## src/rtl/upd_reg_bank.sv

```systemverilog
module upd_reg_bank #(
  parameter int NREGS = 8,
  parameter int DW    = 8,
  localparam int AW   = (NREGS > 1) ? $clog2(NREGS) : 1
) (
  input  logic                clk,
  input  logic                rst_n,
  input  logic                wr_en,
  input  logic [AW-1:0]       wr_addr,
  input  logic [DW-1:0]       wr_data,
  input  logic                xfer_cmd,
  input  logic                src_ext,
  input  logic                ext_upd,
  input  logic [31:0]         period,
  output logic [NREGS*DW-1:0] active_q,
  output logic                upd_done
);

  logic [NREGS-1:0][DW-1:0] hold, act;
  logic [2:0]  ext_sync;
  logic [32:0] tmr_cnt;
  logic        tmr_on, tmr_hit, ext_rise, upd_fire;

  assign tmr_on   = !src_ext && (period != 32'd0);
  assign tmr_hit  = tmr_on && (tmr_cnt >= ({period, 1'b0} - 33'd1));
  assign ext_rise = ext_sync[1] && !ext_sync[2];
  assign upd_fire = xfer_cmd || tmr_hit || (src_ext && ext_rise);
  assign active_q = act;

  always_ff @(posedge clk) begin
    if (!rst_n) ext_sync <= '0;
    else        ext_sync <= {ext_sync[1:0], ext_upd};
  end

  always_ff @(posedge clk) begin
    if (!rst_n || !tmr_on || tmr_hit) tmr_cnt <= '0;
    else                              tmr_cnt <= tmr_cnt + 33'd1;
  end

  for (genvar k = 0; k < NREGS; k++) begin : g_byte
    always_ff @(posedge clk) begin
      if (!rst_n) begin
        hold[k] <= '0;
        act[k]  <= '0;
      end else begin
        if (wr_en && (32'(wr_addr) == k)) hold[k] <= wr_data;
        if (upd_fire)                     act[k]  <= hold[k];
      end
    end
  end

  always_ff @(posedge clk) begin
    if (!rst_n) upd_done <= 1'b0;
    else        upd_done <= upd_fire;
  end


  copy_all_chk: assert property (@(posedge clk) disable iff (!rst_n)
    upd_fire |=> (active_q == $past(hold)));


  live_hold_chk: assert property (@(posedge clk) disable iff (!rst_n)
    !upd_fire |=> $stable(active_q));


  zero_period_chk: assert property (@(posedge clk) disable iff (!rst_n)
    (period == 32'd0 && !src_ext && !xfer_cmd) |-> !upd_fire);


  ext_single_chk: assert property (@(posedge clk) disable iff (!rst_n)
    ext_rise |=> !ext_rise);


  tmr_idle_chk: assert property (@(posedge clk) disable iff (!rst_n)
    src_ext |=> (tmr_cnt == 33'd0));


  reset_done_chk: assert property (@(posedge clk)
    !rst_n |=> (!upd_done && active_q == '0));

endmodule

```

## config.mk

```make
export PLATFORM = sky130hd
export DESIGN_NAME = upd_reg_bank
export DESIGN_NICKNAME = d
export VERILOG_FILES = /design/src/rtl/upd_reg_bank.sv
export SDC_FILE = /design/constraint.sdc
export NUM_CORES = 1
export LEC_CHECK = 0
export ABC_AREA = 1
export BUFFER_PORTS_ARGS = -buffer_cell sky130_fd_sc_hd__buf_2
export CORE_ASPECT_RATIO = 1.4
export CORE_UTILIZATION = 40
export CTS_CLUSTER_DIAMETER = 80
export CTS_CLUSTER_SIZE = 20
export DETAILED_ROUTE_END_ITERATION = 12
export PLACE_DENSITY = 0.7
export SLEW_MARGIN = 20
export SYNTH_ARGS = -nofsm -noshare
export SYNTH_HDL_FRONTEND = slang
export SYNTH_SLANG_ARGS = --single-unit
```

## constraint.sdc

```tcl
create_clock -name clk -period 4.66 [get_ports clk]
set_input_delay 0.932 -clock clk [delete_from_list [all_inputs] [get_ports clk]]
set_output_delay 0.932 -clock clk [all_outputs]
set_load 0.02 [all_outputs]
```

==> results of run 1 <==
[per-stage QoR]
step,instances,utilization
floorplan,1234,-
global placement,1564,0.4413
detailed placement,1564,0.4413
CTS,1595,0.4677
global route,1595,0.4677
finish,1595,0.4677
[state kept, by name, indices dropped and copies added, names as in the netlist]
register and count:
upd_done 1, active_q 64, tmr_cnt 33, hold 64
ext_sync 3
[worst register-to-register path, stage by stage (launching register included)]
cell     delay, ns
dfxtp_1       0.41
ha_1          0.27
nand2_1       0.09
inv_1         0.04
nand2_1       0.05
nand2_1       0.05
a21oi_1       0.24
nor2_1        0.07
nor2_1        0.20
nand2_2       0.10
nand2_4       0.17
buf_4         0.33
nand3_1       0.12
nand2_1       0.07
nor2_1        0.05
[layer usage]
layer  track usage  up-vias  share of wire
met3       0.02515       41          0.040
met2        0.3448      173           0.50
li1              -     4069              -
met4       0.09890        0          0.034
met1        0.2159     3562           0.42
met5             0        -              0
[synthesized netlist by cell type, types with 15 or more instances]
library cell  count  area share
nor2_1          286        0.12
dfxtp_1         165        0.38
a21oi_1          88       0.051
xor2_1           31       0.031
nand3_2          52       0.060
inv_1           152       0.066
nand2_1         188       0.081
clkbuf_1         21      0.0091
nand3_1          33       0.019
nor3_1           17      0.0098
o21ai_0          69       0.040
ha_1             35       0.050
nand4_1          15       0.011
[power groups by stage]
stage          clock [W]  sequential (W)  combinational (W)
4_1_cts          0.00137         0.00150           0.000366
3_5_place_dp           0         0.00153           0.000364
3_3_place_gp           0         0.00153           0.000358
5_1_grt          0.00143         0.00150           0.000408
6_report         0.00135         0.00149           0.000362
2_1_floorplan          0         0.00156           0.000210
[how the worst max path moves through the flow]
| stage | cells after the start | startpoint | endpoint | slack, ns |
|---|---|---|---|---|
| after floorplan | 26 | period[0] | active_q[0] | 1.05 |
| after global placement | 24 | period[2] | active_q[15] | 0.27 |
| after detailed placement | 24 | period[2] | active_q[23] | 0.20 |
| after CTS | 24 | period[2] | active_q[15] | 0.63 |
| after global routing | 24 | period[1] | active_q[23] | 0.28 |
| final | 24 | period[2] | active_q[15] | 0.66 |
[final cells by class]
type / count / area (sq um)
Fill cell: 2148 / 11330
Multi-Input combinational cell: 863 / 4507
Sequential cell: 165 / 3303
Timing Repair Buffer: 123 / 680.7
Inverter: 153 / 576.8
Clock buffer: 19 / 442.9
Tap cell: 260 / 325.3
Clock inverter: 12 / 118.9
[logic make-up after synthesis]
kind of cell,after synthesis
flip-flops,165
AND/OR/NAND/NOR,623
AO/OA/AOI/OAI,161
adder cells (fa/ha/maj),35
buffers and inverters,206
XOR/XNOR,44
[placed cells by master (no fill, tap or decap), types with 33 or more instances in the layout]
master / Yosys / routed
o21ai_0: 69 / 69
ha_1: 35 / 35
dfxtp_1: 165 / 165
inv_1: 152 / 151
buf_2: 10 / 112
nand3_2: 52 / 52
a21oi_1: 88 / 88
nand2_1: 188 / 188
nor2_1: 286 / 286
nand3_1: 33 / 33
==> impl_metrics.toml, run 1 <==
[power_and_ir_drop]
irDropWorstVdd_mv = 0.2367
p_sw_w = 0.0008544
p_clk_frac = 0.421
power.internal_w = 0.002351
seqPwrFrac = 0.466
p_total_w = 0.003205
p_per_area_nw_per_um2 = 322.0
switching_share = 0.2666
p_leak_nw = 4.725
pwr-share-comb = 0.113

[synthesis]
netlist-cell-type-count = 36
synth-seq-cells = 165
synthSimpleGateAreaFrac = 0.3299
synth_top_family_by_area = "simple AND/OR/NAND/NOR gates"
syn_avg_cell_area_sq_um = 7.048
synthFlopType = "dfxtp_1"
ys_warn_count = 0
syn_area_sq_um = 8697
synthArstFlopShare = 0
synthAdderAreaFrac = 0.05035
synth_compound_area_frac = 0.09366
synth_edf_count = 0
ys_seq_area_frac = 0.3798
yosys.area_share.xor_xnor = 0.04431
synth_cells = 1234
yosys-mux-area-fraction = 0
synth_nets = 1318

[finish]
areaGrowthSynthToFinish_pct = 14.46
stdcell_area_sq_um = 9955
drive_above_1_share = 0.1708
diodes = 0
fin_nets = 1407

[worst_setup_path]
critPathMostFrequentCell = "nor2_1"
cp_slowest_cell = "buf_4"
worst-path-buf-inv = 4
regToRegSetupSlack_ns = 2.28
r2r_cells = 14
worstPathCellList = "buf_2, nor2_1, nand2_1, nor2_1, nand4_1, inv_1, nand4_2, nor2_1, nand2_1, xor2_1, ha_1, nand2_2, inv_1, nand2_1, a21oi_1, nor2_1, nand2_1, nor2_1, nand2_2, nand2_4, buf_4, nand3_1, nand2_1, nor2_1"
arrival_ns = 4.30
cp-start-kind = "input pin"
critPathMaxFanout = 24
worstSetupPathType = "input pin to flop"
critPathCaptureType = "flop"
cp.required_ns = 4.96
r2r-end = "active_q[15]"
critPathTopFamily = "simple AND/OR/NAND/NOR gates"
r2r-start = "tmr_cnt[8]"
max_stage_delay_ns = 0.33

[detailed_routing]
routed_wl_um = 20820
first_pass_iters = 5
vias = 7845
wire_per_inst_um = 13.05
drc = 0
avgViaCountPerCell = 4.918
ant_nets = 0
drtIter0Drc = 351

[clocking]
cts_sinks = 165
cts_htree_levels = 4
cts_root_buf = "clkbuf_16"
insertion_delay_ns = 0.42
post_cts_buffers = 0
ctsHoldBuffers = 0
cts-resized-gates = 0
numCtsBuffers = 17
cts_tree = "done"
cts.path.max_buffers = 2
clk_pin_slew_ns = 0.06

[floorplan]
io_pins = 114
die_area_sq_um = 22340
rows = 63
fp.dieH_um = 176.5
initial_core_util = 0.4086
core_area_sq_um = 21280
die_w_um = 126.6

[global_route]
antenna_found_initial = 0
grt_pass1_vias = 7334
grt_pass1_wl_um = 34040
grt_max_degree = 104
overflow = 0
grtUsageTotal = 0.1900

[timing]
fmax_mhz = 250.2
finalCritPeriodShare = 0.8577
fin_crit_ns = 3.997
tightest_slew_ns = 0.9544
finClkSkew_ns = 0.01381
setup-violations-final = 0
fin_tns_setup_ns = 0
slew_headroom = 0.3638
timing.hold.ws_ns = 0.4135
rsz0062_at_grt = "false"
setup_ws_ns = 0.6630
hold_viol_final = 0
finalMaxSlewViolations = 0

[hold_path]
min_to = "ext_sync[1]"
min_from = "ext_sync[0]"
whs_path_depth = 2
hold_path_class = "flop to flop"

[placement]
hpwlAfterDp_um = 15100
dp_slack_ns = 0.2000
routabilityCongestion = 0.8444
portBuffers = 113
placed_area_sq_um = 9393

[status]
status = "finished clean"

[run]
max_cap_violations = 0
No activity file was read; power rests on OpenSTA's default activity.
==> run 2: changes to the inputs <==
--- a/config.mk
+++ b/config.mk
@@ -5,7 +5,7 @@
 export SDC_FILE = /design/constraint.sdc
 export NUM_CORES = 1
 export LEC_CHECK = 0
-export ABC_AREA = 1
+export ABC_AREA = 0
 export BUFFER_PORTS_ARGS = -buffer_cell sky130_fd_sc_hd__buf_2
 export CORE_ASPECT_RATIO = 1.4
 export CORE_UTILIZATION = 40
==> run 2 against run 1 <==
Net effect: area after synthesis shrank 8.9%; final area shrank 4.1%; global-route usage grew 0.52 points; worst setup slack worse by 0.51 ns; combinational power fell by 44%; sequential cell count unchanged; clock-buffer cell count stayed put; synthesized cell count down 30%; power is 4.0% lower; critical path depth is 5 lower.
==> impl_metrics.toml, run 2 <==
[status]
status = "finished clean"

[global_route]
grt_max_degree = 85
antenna_found_initial = 0
grtUsageTotal = 0.1951
grt_pass1_wl_um = 31710
overflow = 0
grt_pass1_vias = 6321

[clocking]
cts_sinks = 165
cts_root_buf = "clkbuf_16"
numCtsBuffers = 17
cts_tree = "done"
clk_pin_slew_ns = 0.07
insertion_delay_ns = 0.44
cts.path.max_buffers = 2
ctsHoldBuffers = 0
cts_htree_levels = 4

[timing]
hold_viol_final = 0
fmax_mhz = 222.1
slew_headroom = 0.3824
setup-violations-final = 0
fin_tns_setup_ns = 0
finalCritPeriodShare = 0.9662
tightest_slew_ns = 0.9193
finClkSkew_ns = 0.01461
finalMaxSlewViolations = 0
setup_ws_ns = 0.1574
fin_crit_ns = 4.503

[finish]
areaGrowthSynthToFinish_pct = 20.45
layout_common_cells = "dfxtp_1, nand2_1, buf_2, a21boi_0, nor2_1"
fillers = 1819
fin_nets = 1064
instances_no_fill = 1241
stdcell_area_sq_um = 9542
drive_above_1_share = 0.2004
layout_commonest_cell = "dfxtp_1"
diodes = 0

[run]
max_cap_violations = 0

[power_and_ir_drop]
irDropWorstVdd_mv = 0.2668
p_leak_nw = 4.014
p_total_w = 0.003077
p_per_area_nw_per_um2 = 322.4
switching_share = 0.2440
p_clk_frac = 0.466
power.internal_w = 0.002326
pwr-share-comb = 0.066
seqPwrFrac = 0.468
p_sw_w = 0.0007506

[synthesis]
yosysMostFrequentCell = "dfxtp_1"
ys_warn_count = 0
synth_commonest_cells = "dfxtp_1, nand2_1, a21boi_0, nor2_1"
synth-seq-cells = 165
synth_nets = 952
syn_area_sq_um = 7921
netlist-cell-type-count = 43
synth_edf_count = 0
ys_seq_area_frac = 0.4170
synthFlopType = "dfxtp_1"
synthArstFlopShare = 0
synth_top_area_share = 0.4170
syn_avg_cell_area_sq_um = 9.126
synth_top_area_cell = "dfxtp_1"
netlist_top_cells_area = "dfxtp_1, o311a_1, nand2_1, a31o_1, a21boi_0"
synth_cells = 868

[worst_setup_path]
cp-start-kind = "input pin"
critPathMaxFanout = 31
arrival_ns = 4.84
worstSetupPathType = "input pin to flop"
critPathCaptureType = "flop"
cp.required_ns = 4.99

[detailed_routing]
ant_nets = 0
drc = 0
vias = 6737
first_pass_iters = 4
drtIter0Drc = 367
avgViaCountPerCell = 5.429
wire_per_inst_um = 15.90
routed_wl_um = 19740

[floorplan]
core_area_sq_um = 19290
io_pins = 114
fp.dieH_um = 168.5
die_area_sq_um = 20380
die_w_um = 120.9
initial_core_util = 0.4106
rows = 60

[placement]
hpwlAfterDp_um = 13480
portBuffers = 113
dp_cells = 1206
dp_slack_ns = -0.3018
routabilityCongestion = 0.8659
placed_area_sq_um = 8884

[hold_path]
hold_path_class = "flop to flop"
[run 2: path summary, 6_finish.rpt]
check              start      endpoint  slack, ns  cells after the start
max           period[12]  active_q[20]       0.16                     19
min reg2reg  ext_sync[0]   ext_sync[1]       0.45                      1
min          ext_sync[0]   ext_sync[1]       0.45                      1
max reg2reg   tmr_cnt[3]  active_q[38]       1.84                     10
[run 2: worst max-delay path: stages]
cell and delay, ns:
buf_2 0.11, or4_4 0.54, nor4_2 0.22, and2b_1 0.21, nand2_1 0.07, or2_2 0.31, nor3_1 0.19, xnor2_1 0.17
ha_1 0.28, nand4_1 0.12, nor4_1 0.07, buf_4 0.13, a22oi_1 0.18, nor4b_2 0.28, buf_4 0.18, nor2_4 0.06
buf_12 0.18, o311a_1 0.39, a31o_1 0.19
[run 2: layout make-up]
cell class / instances / area (sq um) / area share
multi-input combinational: 633 / 4285 / 0.4491
clock inverter: 13 / 160.2 / 0.01678
tap: 248 / 310.3 / 0.03252
sequential: 165 / 3303 / 0.3462
inverter: 6 / 23.77 / 0.002491
timing repair buffer: 157 / 1016 / 0.1065
clock buffer: 19 / 442.9 / 0.04642
[run 2: power groups by stage]
stage | Combinational, W | Clock, W | Sequential, W
after global routing | 0.000221 | 0.00152 | 0.00144
after floorplan | 0.000112 | 0 | 0.00148
final | 0.000202 | 0.00143 | 0.00144
after CTS | 0.000202 | 0.00147 | 0.00144
after global placement | 0.000198 | 0 | 0.00147
after detailed placement | 0.000201 | 0 | 0.00147
[run 2: per-stage QoR]
step,util,hold slack (ns)
floorplan,-,0.4119
global placement,0.4604,0.4160
detailed placement,0.4604,0.4267
CTS,0.4917,0.4478
global route,0.4946,0.4750
finish,0.4946,0.4516
[run 2: kinds of logic (layout without fill, tap and decap cells)]
logic type / count (synthesis) / in the layout / synth area share
AOI/OAI and AO/OA: 223 / 223 / 0.2371
xor gates and xnor gates: 59 / 59 / 0.06524
adders and majority gates: 35 / 35 / 0.05528
buffers and inverters: 70 / 195 / 0.04739
DFF: 165 / 165 / 0.4170
and+or+nand+nor: 316 / 316 / 0.1780
[run 2: timing repair]
action	CTS	global route
resized for setup	0	3
endpoints found under the setup margin	0	65
buffers inserted	0	2
[run 2: metal layers]
layer  share of wire  vias to the layer above  GRT usage
met5               0                        -          0
met1            0.44                     3175     0.2355
met2            0.49                      158     0.3324
met3           0.045                       36    0.03841
met4           0.027                        0    0.08749
li1                -                     3368          -
